`src/rtl/toh_drop_pkg.sv`:
```
package toh_drop_pkg;

  localparam int STS_N     = 3;
  localparam int ROWS      = 9;
  localparam int ROW_BYTES = 90 * STS_N;
  localparam int TOH_COLS  = 3 * STS_N;
  localparam int TOH_BYTES = ROWS * TOH_COLS;
  localparam int TOH_BITS  = TOH_BYTES * 8;
  localparam int DCC_BYTES = 9;
  localparam int OW_BYTES  = 3;
  localparam int LANES     = 3;
  localparam int IDX_W     = $clog2(TOH_BYTES);
  localparam int PER_W     = $clog2(TOH_BITS + 2);

  // strobes from control to datapath
  typedef struct packed {
    logic             fall;    // ohClk falls at this edge
    logic             active;  // readout running in the coming period
    logic [PER_W-1:0] period;  // index of the coming overhead period
    logic             wrEn;
    logic [IDX_W-1:0] wrIdx;
    logic             wrBank;
    logic             rdBank;
  } ctrlStrobes_t;

  // store position of the k-th line DCC byte (first STS-1, rows 6..8)
  function automatic logic [IDX_W-1:0] dccIndex(input logic [IDX_W-1:0] k);
    int kk;
    int row;
    int col;
    kk  = int'(k);
    row = 5 + kk / 3;
    col = (kk % 3) * STS_N;
    return IDX_W'(row * TOH_COLS + col);
  endfunction

  // store position of the k-th order-wire port byte
  function automatic logic [IDX_W-1:0] owIndex(input logic [IDX_W-1:0] k);
    int pos;
    case (int'(k))
      0:       pos = 1 * TOH_COLS + STS_N;
      1:       pos = 1 * TOH_COLS + 2 * STS_N;
      default: pos = 8 * TOH_COLS + 2 * STS_N;
    endcase
    return IDX_W'(pos);
  endfunction

endpackage

```
`src/rtl/toh_drop_ctrl.sv`:
```
module toh_drop_ctrl
  import toh_drop_pkg::*;
#(
  parameter int OH_HALF = 1
) (
  input  logic         clk,
  input  logic         rst,
  input  logic         inValid,
  input  logic         inStart,
  output logic         ohClk,
  output ctrlStrobes_t ctl
);

  localparam int HC_W  = (OH_HALF > 1) ? $clog2(OH_HALF) : 1;
  localparam int COL_W = $clog2(ROW_BYTES);
  localparam int ROW_W = $clog2(ROWS);
  localparam logic [PER_W-1:0] PER_END = PER_W'(TOH_BITS + 1);

  logic [HC_W-1:0]  halfCnt;
  logic             ohClkQ;
  logic             toggle;
  logic             fall;
  logic [ROW_W-1:0] rowQ, curRow, nxtRow;
  logic [COL_W-1:0] colQ, curCol, nxtCol;
  logic             seenQ;
  logic             wrBankQ;
  logic             curBank;
  logic             startPend;
  logic             activeQ;
  logic             start;
  logic [PER_W-1:0] perQ, perNxt;
  logic             takeByte;

  always_comb begin
    toggle   = (halfCnt == HC_W'(OH_HALF - 1));
    fall     = toggle & ohClkQ;
    curRow   = inStart ? '0 : rowQ;
    curCol   = inStart ? '0 : colQ;
    if (curCol == COL_W'(ROW_BYTES - 1)) begin
      nxtCol = '0;
      nxtRow = (curRow == ROW_W'(ROWS - 1)) ? '0 : curRow + ROW_W'(1);
    end else begin
      nxtCol = curCol + COL_W'(1);
      nxtRow = curRow;
    end
    curBank  = inStart ? ~wrBankQ : wrBankQ;
    takeByte = inValid & (inStart | seenQ);
    start    = fall & startPend;
    if (start)                perNxt = '0;
    else if (perQ != PER_END) perNxt = perQ + PER_W'(1);
    else                      perNxt = perQ;
  end

  always_comb begin
    ctl.fall   = fall;
    ctl.active = activeQ | start;
    ctl.period = perNxt;
    ctl.wrEn   = takeByte & (curCol < COL_W'(TOH_COLS));
    ctl.wrIdx  = IDX_W'(int'(curRow) * TOH_COLS + int'(curCol));
    ctl.wrBank = curBank;
    ctl.rdBank = ~wrBankQ;
  end

  always_ff @(posedge clk) begin
    if (rst) begin
      halfCnt   <= '0;
      ohClkQ    <= 1'b0;
      rowQ      <= '0;
      colQ      <= '0;
      seenQ     <= 1'b0;
      wrBankQ   <= 1'b0;
      startPend <= 1'b0;
      activeQ   <= 1'b0;
      perQ      <= PER_END;
    end else begin
      halfCnt <= toggle ? '0 : halfCnt + HC_W'(1);
      if (toggle) ohClkQ <= ~ohClkQ;
      if (takeByte) begin
        rowQ <= nxtRow;
        colQ <= nxtCol;
      end
      if (inValid && inStart) begin
        wrBankQ <= ~wrBankQ;
        seenQ   <= 1'b1;
      end
      if (inValid && inStart && seenQ) startPend <= 1'b1;
      else if (start)                  startPend <= 1'b0;
      if (start) activeQ <= 1'b1;
      if (fall)  perQ    <= perNxt;
    end
  end

  assign ohClk = ohClkQ;

  // readout never begins before a frame has been located
  p_active_after_sync_r7 : assert property (@(posedge clk) disable iff (rst)
    ctl.active |-> seenQ);

endmodule

```
`src/rtl/toh_drop_lane.sv`:
```
module toh_drop_lane
  import toh_drop_pkg::*;
#(
  parameter int NBYTES = 9
) (
  input  logic             clk,
  input  logic             rst,
  input  logic             fall,
  input  logic             active,
  input  logic [PER_W-1:0] period,
  input  logic [7:0]       curByte,
  output logic [IDX_W-1:0] byteNum,
  output logic             valid,
  output logic             data
);

  localparam int NBITS = NBYTES * 8;
  localparam logic [PER_W-1:0] LAST = PER_W'(NBITS);

  logic             inRange;
  logic [PER_W-1:0] bitOff;
  logic [2:0]       bitSel;

  always_comb begin
    inRange = active && (period != '0) && (period <= LAST);
    bitOff  = period - PER_W'(1);
    byteNum = inRange ? IDX_W'(bitOff >> 3) : '0;
    bitSel  = ~bitOff[2:0];   // most significant bit first
  end

  always_ff @(posedge clk) begin
    if (rst) begin
      valid <= 1'b0;
      data  <= 1'b0;
    end else if (fall) begin
      valid <= inRange;
      data  <= inRange & curByte[bitSel];
    end
  end

endmodule

```
`src/rtl/toh_drop_datapath.sv`:
```
module toh_drop_datapath
  import toh_drop_pkg::*;
(
  input  logic         clk,
  input  logic         rst,
  input  logic [7:0]   inByte,
  input  ctrlStrobes_t ctl,
  output logic         tohFrame,
  output logic         tohValid,
  output logic         tohData,
  output logic         dccValid,
  output logic         dccData,
  output logic         owValid,
  output logic         owData,
  output logic         owBound
);

  localparam int LANE_BYTES [LANES] = '{TOH_BYTES, DCC_BYTES, OW_BYTES};

  logic [7:0]       store [2][TOH_BYTES];
  logic [IDX_W-1:0] laneByteNum [LANES];
  logic [IDX_W-1:0] laneIdx [LANES];
  logic [7:0]       laneByte [LANES];
  logic [LANES-1:0] laneValid;
  logic [LANES-1:0] laneData;

  always_ff @(posedge clk) begin
    if (ctl.wrEn) store[ctl.wrBank][ctl.wrIdx] <= inByte;
  end

  for (genvar i = 0; i < LANES; i++) begin : g_lane
    toh_drop_lane #(.NBYTES(LANE_BYTES[i])) u_lane (
      .clk     (clk),
      .rst     (rst),
      .fall    (ctl.fall),
      .active  (ctl.active),
      .period  (ctl.period),
      .curByte (laneByte[i]),
      .byteNum (laneByteNum[i]),
      .valid   (laneValid[i]),
      .data    (laneData[i])
    );
    if (i == 0) begin : g_full
      assign laneIdx[i] = laneByteNum[i];
    end else if (i == 1) begin : g_dcc
      assign laneIdx[i] = dccIndex(laneByteNum[i]);
    end else begin : g_ow
      assign laneIdx[i] = owIndex(laneByteNum[i]);
    end
    assign laneByte[i] = store[ctl.rdBank][laneIdx[i]];
  end

  always_ff @(posedge clk) begin
    if (rst) begin
      tohFrame <= 1'b0;
      owBound  <= 1'b0;
    end else if (ctl.fall) begin
      tohFrame <= ctl.active && (ctl.period == '0);
      owBound  <= ctl.active && (ctl.period == PER_W'(1));
    end
  end

  assign tohValid = laneValid[0];
  assign tohData  = laneData[0];
  assign dccValid = laneValid[1];
  assign dccData  = laneData[1];
  assign owValid  = laneValid[2];
  assign owData   = laneData[2];

  // checker: DCC periods since the last frame pulse
  logic [PER_W-1:0] dccRun;
  always_ff @(posedge clk) begin
    if (rst || tohFrame)             dccRun <= '0;
    else if (ctl.fall && dccValid)   dccRun <= dccRun + PER_W'(1);
  end

  // no more than nine DCC bytes per frame
  p_dcc_limit_r2 : assert property (@(posedge clk) disable iff (rst)
    dccRun <= PER_W'(DCC_BYTES * 8));

  // overhead bits start only right after the frame pulse
  p_frame_then_bits_r4 : assert property (@(posedge clk) disable iff (rst)
    $rose(tohValid) |-> $past(tohFrame));

  // boundary pulse opens the order-wire burst
  p_bound_first_e1_r6 : assert property (@(posedge clk) disable iff (rst)
    $rose(owBound) |-> $rose(owValid));

endmodule

```
`src/rtl/toh_serial_drop.sv`:
```
module toh_serial_drop
  import toh_drop_pkg::*;
#(
  parameter int OH_HALF = 1
) (
  input  logic       clk,
  input  logic       rst,
  input  logic       inValid,
  input  logic       inStart,
  input  logic [7:0] inByte,
  output logic       ohClk,
  output logic       tohFrame,
  output logic       tohValid,
  output logic       tohData,
  output logic       dccValid,
  output logic       dccData,
  output logic       owValid,
  output logic       owData,
  output logic       owBound
);

  ctrlStrobes_t ctl;

  toh_drop_ctrl #(.OH_HALF(OH_HALF)) u_ctrl (
    .clk     (clk),
    .rst     (rst),
    .inValid (inValid),
    .inStart (inStart),
    .ohClk   (ohClk),
    .ctl     (ctl)
  );

  toh_drop_datapath u_dp (
    .clk      (clk),
    .rst      (rst),
    .inByte   (inByte),
    .ctl      (ctl),
    .tohFrame (tohFrame),
    .tohValid (tohValid),
    .tohData  (tohData),
    .dccValid (dccValid),
    .dccData  (dccData),
    .owValid  (owValid),
    .owData   (owData),
    .owBound  (owBound)
  );

  // port outputs move only with a falling overhead clock
  p_edge_align_r3 : assert property (@(posedge clk) disable iff (rst)
    !$stable({tohFrame, tohValid, tohData, dccValid, dccData, owValid, owData, owBound})
      |-> $fell(ohClk));

endmodule

```
`config.mk`:
```
export PLATFORM = sky130hd
export DESIGN_NAME = toh_serial_drop
export DESIGN_NICKNAME = d
export VERILOG_FILES = /design/src/rtl/toh_drop_pkg.sv /design/src/rtl/toh_drop_ctrl.sv /design/src/rtl/toh_drop_lane.sv /design/src/rtl/toh_drop_datapath.sv /design/src/rtl/toh_serial_drop.sv
export SDC_FILE = /design/constraint.sdc
export NUM_CORES = 2
export LEC_CHECK = 0
export ABC_AREA = 1
export BUFFER_PORTS_ARGS = -buffer_cell sky130_fd_sc_hd__clkbuf_2
export CAP_MARGIN = 20
export CELL_PAD_IN_SITES_DETAIL_PLACEMENT = 2
export CELL_PAD_IN_SITES_GLOBAL_PLACEMENT = 2
export CORE_ASPECT_RATIO = 0.6
export CORE_UTILIZATION = 35
export DETAILED_ROUTE_END_ITERATION = 8
export GPL_TIMING_DRIVEN = 0
export PLACE_DENSITY_LB_ADDON = 0.1
export REMOVE_ABC_BUFFERS = 1
export SETUP_SLACK_MARGIN = 0.2
export SLEW_MARGIN = 5
export SYNTH_ARGS = -nofsm -noshare
export SYNTH_HDL_FRONTEND = slang
export SYNTH_SLANG_ARGS = --single-unit
export TNS_END_PERCENT = 10
```
`constraint.sdc`:
```
create_clock -name clk -period 23.1 [get_ports clk]
set_input_delay 2.31 -clock clk [delete_from_list [all_inputs] [get_ports clk]]
set_output_delay 2.31 -clock clk [all_outputs]
set_load 0.05 [all_outputs]
```
==> impl_metrics.yaml <==
placed_design:
  placed_cells: 8821
  place.port_buffers: 20
  gp_congestion: 0.7979
  dp.final_hpwl_um: 176800
  postPlaceCellArea_um2: 69490
layout:
  synthToLayoutAreaGrowth_pct: 15.45
  drive_gt1_frac: 0.09563
  layout.filler_cells: 19170
  final_nets: 6640
  final-instance-count-excl-fill: 9084
  mostFrequentLayoutCell: "sky130_fd_sc_hd__nand2_1"
  layout.cells.most_common_list: "2630 x sky130_fd_sc_hd__nand2_1, 1296 x sky130_fd_sc_hd__edfxtp_1, 423 x sky130_fd_sc_hd__a21oi_1"
  design_area_um2: 74010
worst_setup_path:
  worstRegToRegCells: 59
  worst_path_most_repeated_cell: "sky130_fd_sc_hd__nand2_1"
  r2r_end: "u_dp.g_lane[1].u_lane.data"
  crit_path_arrival_time_ps: 15620
  worst_r2r_startpoint: "u_ctrl.perQ[0]"
  crit_path_start_kind: "register"
  worst_setup_path_endpoint: "u_dp.g_lane[1].u_lane.data"
  cp_slowest_stage_delay_ps: 1110
  timing.critical_path.slowest_stage_cell: "sky130_fd_sc_hd__fa_2"
  worst-setup-path-type: "reg2reg"
  worst_ep_required_time_ps: 23750
  r2r_slack_ps: 8130
  critPathCaptureType: "register"
  path_max_fanout: 28
  critical_path.startpoint: "u_ctrl.perQ[0]"
global_route:
  via_count_of_the_first_global_routing_pass: 54610
  grt_first_pass_wirelength_um: 391700
  antenna_found_initial: 11
  overflow: 0
  grt_max_degree: 137
  grt.total_usage: 0.2894
yosys:
  post-synth-top-area-cell: "sky130_fd_sc_hd__edfxtp_1"
  number_of_storage_elements_in_the_synthesis_netlist: 1333
  synth-warning-count: 0
  area_fraction_of_the_dominant_cell_type_after_synthesis: 0.6071
  post_synth_instance_area_um2: 64110
  post_synth_inst_count: 6623
  synth.top_cells.by_area: "sky130_fd_sc_hd__edfxtp_1 61%, sky130_fd_sc_hd__nand2_1 15%, sky130_fd_sc_hd__a21oi_1 3.3%, sky130_fd_sc_hd__o21ai_0 2.8%, sky130_fd_sc_hd__nand3_1 2.1%"
  synth.yosys.seq_area_share: 0.6186
  synth.distinct_cells: 62
  synth-async-reset-ratio: 0
  synth_edf_count: 1296
  synth.avg_cell_area_um2: 9.679
  synth_top_flop_cell: "sky130_fd_sc_hd__edfxtp_1"
clocking:
  cts.repair.resized: 0
  cts_bufs_inserted: 148
  clk_transition_reported_paths_ps: 60
  postCtsHoldBufs: 0
  tritoncts: "yes"
  clockBufferDepth: 4
  clock-root-buffer: "sky130_fd_sc_hd__clkbuf_16"
  clk_latency_ps: 820
  post_cts_buffers: 0
  cts-htree-levels: 4
  tritoncts_num_sinks: 1333
sta:
  rsz_0062_raised_after_global_routing: "false"
  final_worst_path_period_share: 0.6479
  setup_viol_count_final: 0
  hold_viol_final: 0
  fin_tns_setup_ps: 0
  final-max-slew-violation-count: 0
  timing.hold.ws_ps: 465.0
  fmaxAchievable_ghz: 0.06681
  period_minus_slack_ps: 14970
  tightest_pin_transition_ps: 1224
  finalClockSkew_ps: 48.50
  relSlewSlack: 0.1751
pwr:
  vdd_drop_max_mv: 0.06035
  power_density_nw_per_um2: 71.67
  power_leakage_nw: 27.90
route:
  routed_wl_um: 270400
  route.vias.total: 52630
  wl_per_cell_um: 29.77
  drtIter0Drc: 4967
  detailedRoute.firstPassIterationCount: 5
  vias_per_cell: 5.794
  final_antenna_net_count: 0
  number_of_design_rule_violations_left_after_detail_routing: 0
worst_hold_path:
  min-delay-path-class: "reg2reg"
floorplanning:
  initial_utilization: 0.3529
  fp.coreArea_um2: 181700
  rows: 121
  die_span_x_um: 554.5
  die_ar_um2: 184900
  io_pins: 21
  die_h_um: 333.5
run_status:
  outcome: "finished clean"
job:
  drv.max_cap_violation_count: 0
[cell usage after synthesis, types with 7 or more instances]
| master | number |
|---|---|
| sky130_fd_sc_hd__a211oi_1 | 18 |
| sky130_fd_sc_hd__a21oi_1 | 423 |
| sky130_fd_sc_hd__a221oi_1 | 65 |
| sky130_fd_sc_hd__a311oi_1 | 16 |
| sky130_fd_sc_hd__a31oi_1 | 25 |
| sky130_fd_sc_hd__a32o_1 | 64 |
| sky130_fd_sc_hd__buf_1 | 90 |
| sky130_fd_sc_hd__clkbuf_1 | 355 |
| sky130_fd_sc_hd__dfxtp_1 | 37 |
| sky130_fd_sc_hd__edfxtp_1 | 1296 |
| sky130_fd_sc_hd__fa_1 | 9 |
| sky130_fd_sc_hd__ha_1 | 41 |
| sky130_fd_sc_hd__inv_1 | 243 |
| sky130_fd_sc_hd__inv_2 | 15 |
| sky130_fd_sc_hd__mux2i_1 | 56 |
| sky130_fd_sc_hd__nand2_1 | 2639 |
| sky130_fd_sc_hd__nand2_2 | 17 |
| sky130_fd_sc_hd__nand2_4 | 7 |
| sky130_fd_sc_hd__nand3_1 | 275 |
| sky130_fd_sc_hd__nand3_2 | 18 |
| sky130_fd_sc_hd__nand4_1 | 29 |
| sky130_fd_sc_hd__nor2_1 | 128 |
| sky130_fd_sc_hd__nor3_1 | 172 |
| sky130_fd_sc_hd__o211ai_1 | 75 |
| sky130_fd_sc_hd__o21ai_0 | 360 |
| sky130_fd_sc_hd__o221ai_1 | 7 |
| sky130_fd_sc_hd__o22ai_1 | 8 |
| sky130_fd_sc_hd__o311ai_0 | 12 |
| sky130_fd_sc_hd__o31ai_1 | 13 |
| sky130_fd_sc_hd__xnor2_1 | 8 |
| sky130_fd_sc_hd__xor2_1 | 15 |
[layer usage]
metal / routed length (µm) / GRT usage / share of wire
met1: 129600 / 0.4332 / 0.48
met2: 118000 / 0.4412 / 0.44
met3: 16410 / 0.03854 / 0.061
met4: 6400 / 0.06881 / 0.024
met5: 0 / 0 / 0
[power by group]
group / internal (mW) / switching (mW) / total (mW)
Combinational: 0.0842 / 0.264 / 0.348
Sequential: 2.65 / 0.00260 / 2.66
Clock: 1.28 / 1.02 / 2.30
[sequential cells by signal (all words and copies together), names as in the netlist]
| name | cells |
|---|---|
| u_dp.tohFrame | 1 |
| u_dp.g_lane.u_lane.data | 3 |
| u_ctrl.activeQ | 1 |
| u_dp.g_lane.u_lane.valid | 3 |
| u_ctrl.startPend | 1 |
| u_ctrl.wrBankQ | 1 |
| u_ctrl.ohClk | 1 |
| u_ctrl.colQ | 9 |
| u_dp.owBound | 1 |
| u_ctrl.seenQ | 1 |
| u_ctrl.perQ | 10 |
| u_dp.store | 1296 |
| u_ctrl.halfCnt | 1 |
| u_ctrl.rowQ | 4 |
[kinds of logic after synthesis]
group / synth area share
AOI/OAI and AO/OA: 0.1069
xor gates and xnor gates: 0.003142
adders and majority gates: 0.01081
buffers and inverters: 0.04192
DFF: 0.6186
muxes: 0.008744
other: 0.00005850
and+or+nand+nor: 0.2098
[per-stage QoR]
stage	worst slack (ps)	util	power [mW]
2_1_floorplan	-9538	-	2.919
3_3_place_gp	-71780	0.3606	3.128
6_report	8133	0.4074	5.305
3_5_place_dp	8306	0.3825	3.053
5_1_grt	7467	0.4073	5.452
4_1_cts	8193	0.4069	5.340
[area by class of cell]
class	count	area, µm²	area share
multi-input combinational	4577	22340	0.3019
inverter	265	1046	0.01413
timing repair buffer	253	3526	0.04764
tap	2398	3000	0.04054
antenna	4	10.01	0.0001352
clock buffer	185	3906	0.05278
sequential	1333	39660	0.5359
clock inverter	69	520.5	0.007032
[worst min-delay path by stage]
| stage | startpoint | endpoint | slack (ps) | depth (start not counted) |
|---|---|---|---|---|
| floorplan | u_ctrl.startPend | u_ctrl.startPend | 430 | 2 |
| global placement | u_dp.g_lane[0].u_lane.data | u_dp.g_lane[0].u_lane.data | 440 | 2 |
| detailed placement | u_dp.g_lane[1].u_lane.valid | u_dp.g_lane[1].u_lane.valid | 460 | 2 |
| CTS | u_dp.g_lane[1].u_lane.valid | u_dp.g_lane[1].u_lane.valid | 470 | 2 |
| global route | u_dp.g_lane[1].u_lane.valid | u_dp.g_lane[1].u_lane.valid | 490 | 2 |
| finish | u_dp.g_lane[0].u_lane.valid | u_dp.g_lane[0].u_lane.valid | 470 | 2 |
[critical path, delay by kind of cell, from the launching register on]
kind,cells,cell delay [ps]
DFF,1,500
adders and majority gates,9,3750
and+or+nand+nor,33,5570
buffers and inverters,11,3220
AOI/OAI and AO/OA,6,1590
No activity file was read; power rests on OpenSTA's default activity.
